**config.mk**
```make
export PLATFORM = sky130hd
export DESIGN_NAME = fill_gran_selector
export DESIGN_NICKNAME = d
export VERILOG_FILES = /design/src/rtl/gran_pkg.sv /design/src/rtl/gran_quantum_timer.sv /design/src/rtl/gran_score_acc.sv /design/src/rtl/gran_argmin.sv /design/src/rtl/fill_gran_selector.sv
export SDC_FILE = /design/constraint.sdc
export NUM_CORES = 1
export LEC_CHECK = 0
export BUFFER_PORTS_ARGS = -buffer_cell sky130_fd_sc_hd__buf_2
export CAP_MARGIN = 20
export CORE_MARGIN = 2
export CORE_UTILIZATION = 50
export CTS_CLUSTER_SIZE = 25
export DETAILED_ROUTE_END_ITERATION = 8
export GPL_ROUTABILITY_DRIVEN = 0
export PLACE_DENSITY = 0.77
export SYNTH_ARGS = -nofsm -noshare
export SYNTH_HDL_FRONTEND = slang
export SYNTH_SLANG_ARGS = --single-unit
```
**constraint.sdc**
```tcl
create_clock -name clk -period 13.2 [get_ports clk]
set_input_delay 0.66 -clock clk [delete_from_list [all_inputs] [get_ports clk]]
set_output_delay 0.66 -clock clk [all_outputs]
set_load 0.02 [all_outputs]
```
**src/rtl/gran_pkg.sv**
```systemverilog
package gran_pkg;

    localparam int NUM_CAND = 4;
    localparam int CODE_W   = 2;

    typedef enum logic [CODE_W-1:0] {
        GRAN_128B = 2'd0,
        GRAN_256B = 2'd1,
        GRAN_512B = 2'd2,
        GRAN_2KB  = 2'd3
    } gran_e;

    // Decoded view of one incoming event with respect to the sampler sets
    typedef struct packed {
        logic  hit;
        gran_e cand;
    } sample_t;

    function automatic gran_e to_gran(input logic [CODE_W-1:0] c);
        return gran_e'(c);
    endfunction

endpackage

```
**src/rtl/gran_quantum_timer.sv**
```systemverilog
module gran_quantum_timer #(
    parameter int QUANTUM_LEN = 4096
) (
    input  logic clk,
    input  logic rst,
    output logic tick
);
    localparam int CNT_W = (QUANTUM_LEN > 2) ? $clog2(QUANTUM_LEN) : 1;
    localparam logic [CNT_W-1:0] LAST = CNT_W'(QUANTUM_LEN - 1);

    logic [CNT_W-1:0] cnt;

    assign tick = (cnt == LAST);

    always_ff @(posedge clk) begin
        if (rst)       cnt <= '0;
        else if (tick) cnt <= '0;
        else           cnt <= cnt + 1'b1;
    end
endmodule

```
**src/rtl/gran_score_acc.sv**
```systemverilog
module gran_score_acc #(
    parameter int LAT_W     = 10,
    parameter int SCORE_W   = 20,
    parameter int FILL_COST = 64
) (
    input  logic               clk,
    input  logic               rst,
    input  logic               clear,
    input  logic               hit,
    input  logic [LAT_W-1:0]   lat,
    input  logic               fill,
    output logic [SCORE_W-1:0] score
);
    localparam int SUM_W = SCORE_W + 1;

    logic [SUM_W-1:0]   add_v;
    logic [SUM_W-1:0]   sum_v;
    logic [SCORE_W-1:0] base;
    logic [SCORE_W-1:0] nxt;

    always_comb begin
        add_v = SUM_W'(lat) + (fill ? SUM_W'(FILL_COST) : '0);
        base  = clear ? '0 : score;
        sum_v = {1'b0, base} + add_v;
        if (!hit)              nxt = base;
        else if (sum_v[SCORE_W]) nxt = '1;
        else                   nxt = sum_v[SCORE_W-1:0];
    end

    always_ff @(posedge clk) begin
        if (rst) score <= '0;
        else     score <= nxt;
    end
endmodule

```
**src/rtl/gran_argmin.sv**
```systemverilog
module gran_argmin #(
    parameter int N     = 4,
    parameter int W     = 20,
    parameter int IDX_W = 2
) (
    input  logic [N-1:0][W-1:0] vals,
    output logic [IDX_W-1:0]    idx
);
    logic [W-1:0] best_v;

    // Strict less-than keeps the earlier (smaller) index on ties
    always_comb begin
        best_v = vals[0];
        idx    = '0;
        for (int i = 1; i < N; i++) begin
            if (vals[i] < best_v) begin
                best_v = vals[i];
                idx    = IDX_W'(i);
            end
        end
    end
endmodule

```
**src/rtl/fill_gran_selector.sv**
```systemverilog
module fill_gran_selector
    import gran_pkg::*;
#(
    parameter int SET_W       = 8,
    parameter int LAT_W       = 10,
    parameter int SCORE_W     = 20,
    parameter int QUANTUM_LEN = 4096,
    parameter int FILL_COST   = 64
) (
    input  logic              clk,
    input  logic              rst,
    input  logic              ev_valid,
    input  logic [SET_W-1:0]  ev_set,
    input  logic [LAT_W-1:0]  ev_lat,
    input  logic              ev_fill,
    input  logic [SET_W-1:0]  q_set,
    output logic [CODE_W-1:0] q_gran
);
    localparam logic [SET_W-1:0] SAMPLER_LIM = SET_W'(NUM_CAND);

    logic                              tick;
    sample_t                           smp;
    logic [NUM_CAND-1:0][SCORE_W-1:0]  scores;
    logic [CODE_W-1:0]                 best_idx;
    gran_e                             winner;

    gran_quantum_timer #(.QUANTUM_LEN(QUANTUM_LEN)) u_timer (
        .clk  (clk),
        .rst  (rst),
        .tick (tick)
    );

    always_comb begin
        smp.hit  = ev_valid && (ev_set < SAMPLER_LIM);
        smp.cand = to_gran(ev_set[CODE_W-1:0]);
    end

    for (genvar c = 0; c < NUM_CAND; c++) begin : g_acc
        logic acc_hit;
        assign acc_hit = smp.hit && (smp.cand == to_gran(CODE_W'(c)));

        gran_score_acc #(
            .LAT_W     (LAT_W),
            .SCORE_W   (SCORE_W),
            .FILL_COST (FILL_COST)
        ) u_acc (
            .clk   (clk),
            .rst   (rst),
            .clear (tick),
            .hit   (acc_hit),
            .lat   (ev_lat),
            .fill  (ev_fill),
            .score (scores[c])
        );
    end

    gran_argmin #(.N(NUM_CAND), .W(SCORE_W), .IDX_W(CODE_W)) u_min (
        .vals (scores),
        .idx  (best_idx)
    );

    always_ff @(posedge clk) begin
        if (rst)       winner <= GRAN_128B;
        else if (tick) winner <= to_gran(best_idx);
    end

    assign q_gran = (q_set < SAMPLER_LIM) ? q_set[CODE_W-1:0] : winner;

endmodule

```
==> results of run 1 <==
## per-stage QoR
stage | instances | setup slack (ns) | hold WS [ns]
after floorplan | 1007 | 7.557 | 0.4414
after global placement | 1227 | 7.117 | 0.4627
after detailed placement | 1227 | 6.943 | 0.4706
after CTS | 1243 | 6.898 | 0.4908
after global routing | 1244 | 6.415 | 0.5322
final | 1244 | 6.865 | 0.4813
## sequential cells by signal (all words and copies together), names as in the netlist
| signal | count |
|---|---|
| g_acc.u_acc.score | 80 |
| u_timer.cnt | 12 |
| winner | 2 |
## cell families (layout without fill, tap and decap cells)
kind of cell | after synthesis | in the layout
and+or+nand+nor | 355 | 355
adders and majority gates | 108 | 108
xor gates and xnor gates | 64 | 64
buffers and inverters | 99 | 120
muxes | 26 | 26
DFF | 94 | 94
AOI/OAI and AO/OA | 261 | 261
## cell usage in the layout, fill, tap and decap left out, drive strengths merged, types with 13 or more instances in the layout
cell / count
ha: 104
dfxtp: 94
nand2: 92
nor2: 89
a21oi: 88
inv: 69
o21ai: 66
xnor2: 41
buf: 38
nor3: 31
nand3: 29
and2: 27
a211oi: 24
xor2: 23
mux2i: 23
nand4: 22
a21o: 18
nand2b: 13
## layer usage
layer / vias up / global-route usage, % / wire [µm]
li1: 3651 / - / -
met1: 3326 / 32.32 / 9165
met2: 205 / 40.50 / 8889
met3: 37 / 2.952 / 1035
met4: 0 / 7.653 / 455
met5: - / 0 / 0
## power by group through the flow
stage          Sequential, mW  Combinational (mW)  Clock (mW)
2_1_floorplan           0.292              0.0433           0
3_3_place_gp            0.292              0.0601           0
3_5_place_dp            0.292              0.0614           0
4_1_cts                 0.285              0.0619       0.260
5_1_grt                 0.286              0.0698       0.270
6_report                0.285              0.0628       0.256
## how the worst max path moves through the flow
| stage | from | endpoint | slack, ns | cells past startpoint |
|---|---|---|---|---|
| 2_1_floorplan | g_acc[0].u_acc.score[11] | winner[1] | 7.56 | 27 |
| 3_3_place_gp | g_acc[0].u_acc.score[15] | winner[1] | 7.12 | 25 |
| 3_5_place_dp | g_acc[0].u_acc.score[15] | winner[1] | 6.94 | 25 |
| 4_1_cts | g_acc[0].u_acc.score[15] | winner[1] | 6.90 | 25 |
| 5_1_grt | g_acc[0].u_acc.score[15] | winner[1] | 6.42 | 24 |
| 6_report | g_acc[0].u_acc.score[15] | winner[1] | 6.86 | 25 |
## cell type report
type                       count  area (µm²)
fill                        1461        7157
multi-input combinational    814        5658
sequential                    94        1882
tap                          216       270.3
inverter                      66       247.7
clock buffer                   9       225.2
timing repair buffer          38       215.2
clock inverter                 7       57.56
==> metrics.cfg, run 1 <==
[synth]
synthesis.instances=1007
synth_compound_gate_area_share_pct=21.13
synth_top_family_by_area=simple AND/OR/NAND/NOR gates
synth_fp_nets=1145
synthDistinctLibCells=69
synth_area_leader_cell=dfxtp_1
yosys_warnings=0
yosysSeqAreaShare_pct=23.74
synth_common_cells=ha_1, dfxtp_1, nand2_1
synth-seq-cells=94
synth_edf_count=0
synthTopCellsByArea=dfxtp_1, ha_1, a21oi_1
avgSynthCellArea_um2=7.872
synth-xor-area-share_pct=7.071
synth_top_area_share_pct=23.74
synth_simple_gate_area_share_pct=22.32
yosys_most_used_dff=dfxtp_1
synth_area_um2=7928
ys_async_sr_fraction_pct=0
synth_fa_ha_area_share_pct=17.42
synth_most_common_cell=ha_1
muxShareOfSynthArea_pct=3.378

[die]
dieWidth_um=129.9
dieArea_um2=16880
die_height_um=129.9
core_um2=15710
pin_count=32
start_util_pct=50.45
num_rows=46

[detailed_routing]
wire_per_inst_um=15.71
vias_per_cell=5.803
routed_wirelength_mm=19.55
drt_first_iter_violations=506
drc_errors=0
first_pass_iters=5
routed-via-count=7219
postRouteAntennaNets=0

[sta]
max-slew-margin-rel_pct=38.56
fmax_ghz=0.1578
tightest_slew_ns=0.9216
fin_worst_skew_ns=0.005082
drv_slew=0
hold_violations=0
rsz0062_at_grt=no
tns_ns=0
post-route-period-util_pct=48.00
finalSetupViolations=0
min_period_ns=6.335

[power]
internal_power_mw=0.4385
power_frac_seq_pct=47.3
power_per_cell_area_nw_per_um2=70.59
switchingPower_mw=0.1655
fin_total_pwr_mw=0.6040
combPwrFrac_pct=10.4
vdd_ir_drop_max_v=0.00006114
pwr-share-clk_pct=42.3
p_leak_nw=3.855
switching_share_pct=27.40

[global_routing]
grt_pass1_vias=6762
grt_start_max_net_pins=73
antenna_found_initial=0
overflow=0
grtUsageTotal_pct=24.10
grt_first_pass_wirelength_mm=32.49

[layout]
synthToLayoutAreaGrowth_pct=7.923
final_util_pct=54.45
nets=1161
layout-drive-gt1-share_pct=8.074
fin_area_um2=8556
n_antenna_cell=0

[hold_path]
whs_path_depth=1
hp-class=flop to flop
hold_start=u_timer.cnt[0]
whs_endpoint=u_timer.cnt[0]

[cts]
cts.repair.resized=0
ctsRootBufferMaster=clkbuf_16
postCtsSetupBuffers=0
cts.sinks=94
cts_tree=built
cts_hold_buf=0
numCtsBuffers=9
worstSkewPairLatency_ns=0.36
clockBufferDepth=2
clk_pin_slew_worst_paths_ns=0.07
cts_max_level=3

[place]
io_buffers=31
dpl.hpwl_mm=14.93
postPlaceCellArea_um2=8258

[setup_path]
reg2reg_to=winner[1]
r2r_slack_ns=6.86
reg2reg_depth=25
critPathMaxStageDelay_ns=0.50
cp.arrival_ns=6.61
cpMostUsedCell=a21o_1
path_delay_family=compound AO/OA/AOI/OAI gates
cpMaxStageDelayCell=a2111oi_1
cp.required_ns=13.47
reg2reg_from=g_acc[0].u_acc.score[15]
cp-start-kind=flop
critPathCaptureType=flop
crit_fanout=41
path_class=flop to flop
path_buf_inv=2

[outcome]
status=finished, final reports clean

[run]
max_cap_violations=0

No activity file was read; power rests on OpenSTA's default activity.
==> run 2, diff against run 1 <==
Settings changed: ABC_AREA set to 1, PLACE_DENSITY 0.77 to 0.79.
Clock period 13.2 ns to 5.27 ns, I/O delays scaled along.
==> run 2 against run 1 <==
Utilization increased by 1.3 points. Critical endpoint is now winner[0]. Routed wire length increased by 5.0%. Sequential share of layout area decreased by 0.89 points. First-iteration DRC count increased by 3.8%. Clock-buffer cell count increased by 2. Design area increased by 4.2%. Worst setup slack got worse by 6.3 ns. Cell count increased by 17%.
==> metrics.cfg, run 2 <==
[layout]
final_common_cell=nand2_1
n_antenna_cell=0
largest_reg_flops=80
layout-drive-gt1-share_pct=8.696
nets=1375
synthToLayoutAreaGrowth_pct=7.953
top_regs=g_acc.u_acc.score x80, u_timer.cnt x12, winner x2
mostFrequentLayoutCells=nand2_1, inv_1, a21oi_1
final_util_pct=55.72
top_register=g_acc.u_acc.score

[detailed_routing]
drt_first_iter_violations=525
routed-via-count=7927
first_pass_iters=7
drc_errors=0
wire_per_inst_um=14.08
postRouteAntennaNets=0
vias_per_cell=5.437
routed_wirelength_mm=20.53

[synth]
yosys_most_used_dff=dfxtp_1
ys_async_sr_fraction_pct=0
synth_most_common_cell=nand2_1
synth_common_cells=nand2_1, inv_1, a21oi_1
synthesis.instances=1219
synthDistinctLibCells=54
synth-seq-cells=94
yosysSeqAreaShare_pct=22.78
yosys_warnings=0
synthTopCellsByArea=dfxtp_1, ha_1, nand2_1
synth_area_um2=8259
synth_edf_count=0
synth_top_area_share_pct=22.78
avgSynthCellArea_um2=6.775
synth_fp_nets=1357
synth_area_leader_cell=dfxtp_1

[sta]
worst_slack_ns=0.5784
tightest_slew_ns=1.003
drv_slew=0
tns_ns=0
min_period_ns=4.692
max-slew-margin-rel_pct=33.03
hold_violations=0
whs_ns=0.2923
post-route-period-util_pct=89.03
finalSetupViolations=0
fin_worst_skew_ns=0.008684
fmax_ghz=0.2131
rsz0062_at_grt=no

[hold_path]
hp-class=input pin to flop
hold_start=ev_set[0]

[power]
vdd_ir_drop_max_v=0.0001689
combPwrFrac_pct=21.1
p_leak_nw=4.374
power_per_cell_area_nw_per_um2=193.4
fin_total_pwr_mw=1.724
pwr-share-clk_pct=37.5
power_frac_seq_pct=41.5
switching_share_pct=31.33
internal_power_mw=1.184
switchingPower_mw=0.5401

[die]
core_um2=16000
num_rows=46
dieWidth_um=132.5
die_height_um=132.5
dieArea_um2=17560
start_util_pct=51.62
pin_count=32

[setup_path]
crit_fanout=40
cpMaxStageDelayCell=dfxtp_1
cpMostUsedCell=a21oi_1
path_delay_family=compound AO/OA/AOI/OAI gates
cp-start-kind=flop
cp.required_ns=5.55
cp.arrival_ns=4.98
r2r_slack_ns=0.58
path_class=flop to flop
critPathCaptureType=flop
reg2reg_from=g_acc[0].u_acc.score[18]
critPathMaxStageDelay_ns=0.37
path_buf_inv=3
cp-startpoint=g_acc[0].u_acc.score[18]

[global_routing]
grt_start_max_net_pins=57
grtUsageMet1_pct=33.09
grt_pass1_vias=7304
antenna_found_initial=0
grtUsageTotal_pct=23.82
grt_first_pass_wirelength_mm=34.27
overflow=0
busiest_layer=met2
grtUsageMet3_pct=3.257
met2_usage_pct=37.48

[outcome]
status=finished, final reports clean

[cts]
worstSkewPairLatency_ns=0.36
ctsRootBufferMaster=clkbuf_16
numCtsBuffers=9
cts_hold_buf=0
cts_tree=built
cts_max_level=3
postCtsSetupBuffers=0
clockBufferDepth=2
clk_pin_slew_worst_paths_ns=0.07
cts.sinks=94

[run]
max_cap_violations=0

[place]
pre_cts_ws_ns=0.4289
io_buffers=31
dpl.hpwl_mm=16.07

run 2: cell count changes after synthesis, sizes merged, moves of 23 or more:
cell   previous run  this run
o21ai            66        97
inv              66       166
nand2            92       303
mux2i            23         0
a21oi            88       127
and2             27         0
run 2: cells by family (layout without fill, tap and decap cells):
group | count (synthesis) | in the layout | synth area share, %
AO/OA/AOI/OAI | 266 | 266 | 18.63
XOR/XNOR | 62 | 62 | 6.575
adder cells (fa/ha/maj) | 108 | 108 | 16.72
buffers and inverters | 198 | 221 | 9.392
flip-flops | 94 | 94 | 22.78
multiplexers | 1 | 1 | 0.1363
AND/OR/NAND/NOR | 490 | 490 | 25.75
run 2: final timing paths:
check | to | depth (start not counted)
worst max-delay path | winner[0] | 29
worst min-delay path | g_acc[2].u_acc.score[16] | 4
worst max register to register | winner[0] | 29
worst min register to register | u_timer.cnt[0] | 1
run 2: layer usage:
| layer | wire length (µm) | vias up |
|---|---|---|
| met2 | 9009 | 210 |
| met1 | 9989 | 3625 |
| met4 | 452 | 0 |
| met5 | 0 | - |
| li1 | - | 4062 |
| met3 | 1078 | 30 |
run 2: worst register-to-register path: cells and delay by family (launching register included):
family / cells / cell delay (ns)
flip-flops: 1 / 0.37
AO/OA/AOI/OAI: 14 / 2.21
buffers and inverters: 3 / 0.35
AND/OR/NAND/NOR: 9 / 0.82
adder cells (fa/ha/maj): 3 / 0.87
run 2: what timing repair did:
item / 4_1_cts / 5_1_grt
endpoints found under the hold margin: 0 / 0
setup endpoints to repair: 0 / 2
gates resized for setup: 0 / 6
run 2: through the flow:
step	cells	area, µm²
floorplan	1219	8259
global placement	1442	8610
detailed placement	1442	8610
CTS	1458	8896
global route	1458	8916
finish	1458	8916
run 2: area by class of cell:
class	instances	area [µm²]
Fill cell	1533	7084
Multi-Input combinational cell	927	5619
Sequential cell	94	1882
Inverter	167	626.9
Tap cell	216	270.3
Clock buffer	11	252.7
Timing Repair Buffer	38	231.5
Clock inverter	5	33.78
run 2: power by group through the flow:
stage                     Combinational, mW  Sequential [mW]  Clock (mW)
after floorplan                       0.266            0.730           0
after CTS                             0.352            0.715       0.654
final                                 0.364            0.715       0.646
after global routing                  0.419            0.715       0.679
after detailed placement              0.350            0.731           0
after global placement                0.340            0.731           0
==> run 3, diff against run 2 <==
Settings changed: CORE_ASPECT_RATIO set to 1.75.
==> run 3 against run 2 <==
First-iteration DRC count is 34% lower. Via count up 1.4%. Routed wire length is 7.9% higher. Flip-flop and latch count unchanged. Critical endpoint unchanged. Largest power group unchanged. Highest routed layer unchanged.
==> metrics.cfg, run 3 (synthesis gave the netlist of run 2 again) <==
[power]
internal_power_mw=1.191
switching_share_pct=31.45
power_per_cell_area_nw_per_um2=195.1
switchingPower_mw=0.5463
pwr-share-clk_pct=37.3
vdd_ir_drop_max_v=0.0001480
combPwrFrac_pct=21.6
p_leak_nw=4.376
power_frac_seq_pct=41.1

[detailed_routing]
routed-via-count=8036
wire_per_inst_um=15.41
routed_wirelength_mm=22.15
drt_first_iter_violations=346
vias_per_cell=5.592
postRouteAntennaNets=0
first_pass_iters=5
drc_errors=0

[setup_path]
critPathMaxStageDelay_ns=0.39
cp.arrival_ns=5.06
critPathCaptureType=flop
cp-start-kind=flop
cp.required_ns=5.47
path_buf_inv=4
crit_fanout=25
path_delay_family=compound AO/OA/AOI/OAI gates
cpMostUsedCell=nand2_1
cpMaxStageDelayCell=o21ai_0
path_class=flop to flop

[sta]
fmax_ghz=0.2058
fin_worst_skew_ns=0.007802
min_period_ns=4.858
tns_ns=0
max-slew-margin-rel_pct=39.10
tightest_slew_ns=0.9101
post-route-period-util_pct=92.19
hold_violations=0
worst_slack_ns=0.4118
drv_slew=0
finalSetupViolations=0

[cts]
clockBufferDepth=2
postCtsSetupBuffers=0
cts_max_level=3
worstSkewPairLatency_ns=0.35
clk_pin_slew_worst_paths_ns=0.07
numCtsBuffers=9
cts.sinks=94
ctsRootBufferMaster=clkbuf_16
cts_tree=built

[place]
post-place-cells=1421
io_buffers=31
pre_cts_ws_ns=0.1694
dpl.hpwl_mm=17.65
postPlaceCellArea_um2=8589

[layout]
n_antenna_cell=0
layoutNonFillerInstCount=1437
mostFrequentLayoutCells=nand2_1, inv_1, a21oi_1
synthToLayoutAreaGrowth_pct=7.832
largest_reg_flops=80
top_register=g_acc.u_acc.score
nets=1378
layout-drive-gt1-share_pct=8.996
top_regs=g_acc.u_acc.score x80, u_timer.cnt x12, winner x2
final_common_cell=nand2_1
fin_area_um2=8906

[run]
max_cap_violations=0

[die]
pin_count=32
dieArea_um2=17600
num_rows=62
die_height_um=174.0
core_um2=16290
start_util_pct=50.70
dieWidth_um=101.2

[global_routing]
grtUsageTotal_pct=25.61
grt_start_max_net_pins=57
grt_pass1_vias=8150
grt_first_pass_wirelength_mm=36.35
busiest_layer=met2
met2_usage_pct=48.48
grtUsageMet1_pct=26.03
grtUsageMet3_pct=2.372
overflow=0
antenna_found_initial=0

[outcome]
status=finished, final reports clean

[hold_path]
hp-class=input pin to flop

## run 3: tightest hold or removal path, cell delays in order
cell     delay [ns]
buf_2          0.15
nor3_1         0.08
o21ai_0        0.07
a21oi_1        0.06
## run 3: power by group through the flow
stage | combinational [mW] | clock, mW | sequential [mW]
detailed placement | 0.356 | 0 | 0.731
CTS | 0.360 | 0.651 | 0.714
finish | 0.375 | 0.648 | 0.714
floorplan | 0.266 | 0 | 0.730
global placement | 0.346 | 0 | 0.731
global route | 0.428 | 0.672 | 0.714
## run 3: final timing paths
kind                            start  slack, ns  depth (start not counted)                       end
max          g_acc[0].u_acc.score[18]       0.41                         27                 winner[0]
min                         ev_set[0]       0.33                          4  g_acc[2].u_acc.score[16]
max reg2reg  g_acc[0].u_acc.score[18]       0.41                         27                 winner[0]
min reg2reg            u_timer.cnt[0]       0.47                          1            u_timer.cnt[0]
## run 3: cell type report
class	instances	area, µm²
clock buffers	12	256.5
clock inverters	4	31.28
fillers	1608	7385
inverters	167	626.9
multi-input cells	927	5632
flip-flops and latches	94	1882
well taps	192	240.2
repair buffers	41	237.7
## run 3: layer usage
metal | share of wire [%] | vias to the layer above
met2 | 53 | 201
met5 | 0 | -
met4 | 6.2 | 0
met1 | 37 | 3689
met3 | 3.2 | 80
li1 | - | 4066
## run 3: stage by stage
step,hold WS [ns],utilization [%],total power [mW]
3_5_place_dp,0.4560,52.73,1.087
6_report,0.3298,54.67,1.737
3_3_place_gp,0.4446,52.73,1.077
2_1_floorplan,0.4303,-,0.9963
5_1_grt,0.3616,54.67,1.814
4_1_cts,0.3204,54.49,1.725
## run 3: timing repair
item / CTS / global route
endpoints found under the setup margin: 0 / 2
resized for setup: 0 / 10
hold buffers: 0 / 0
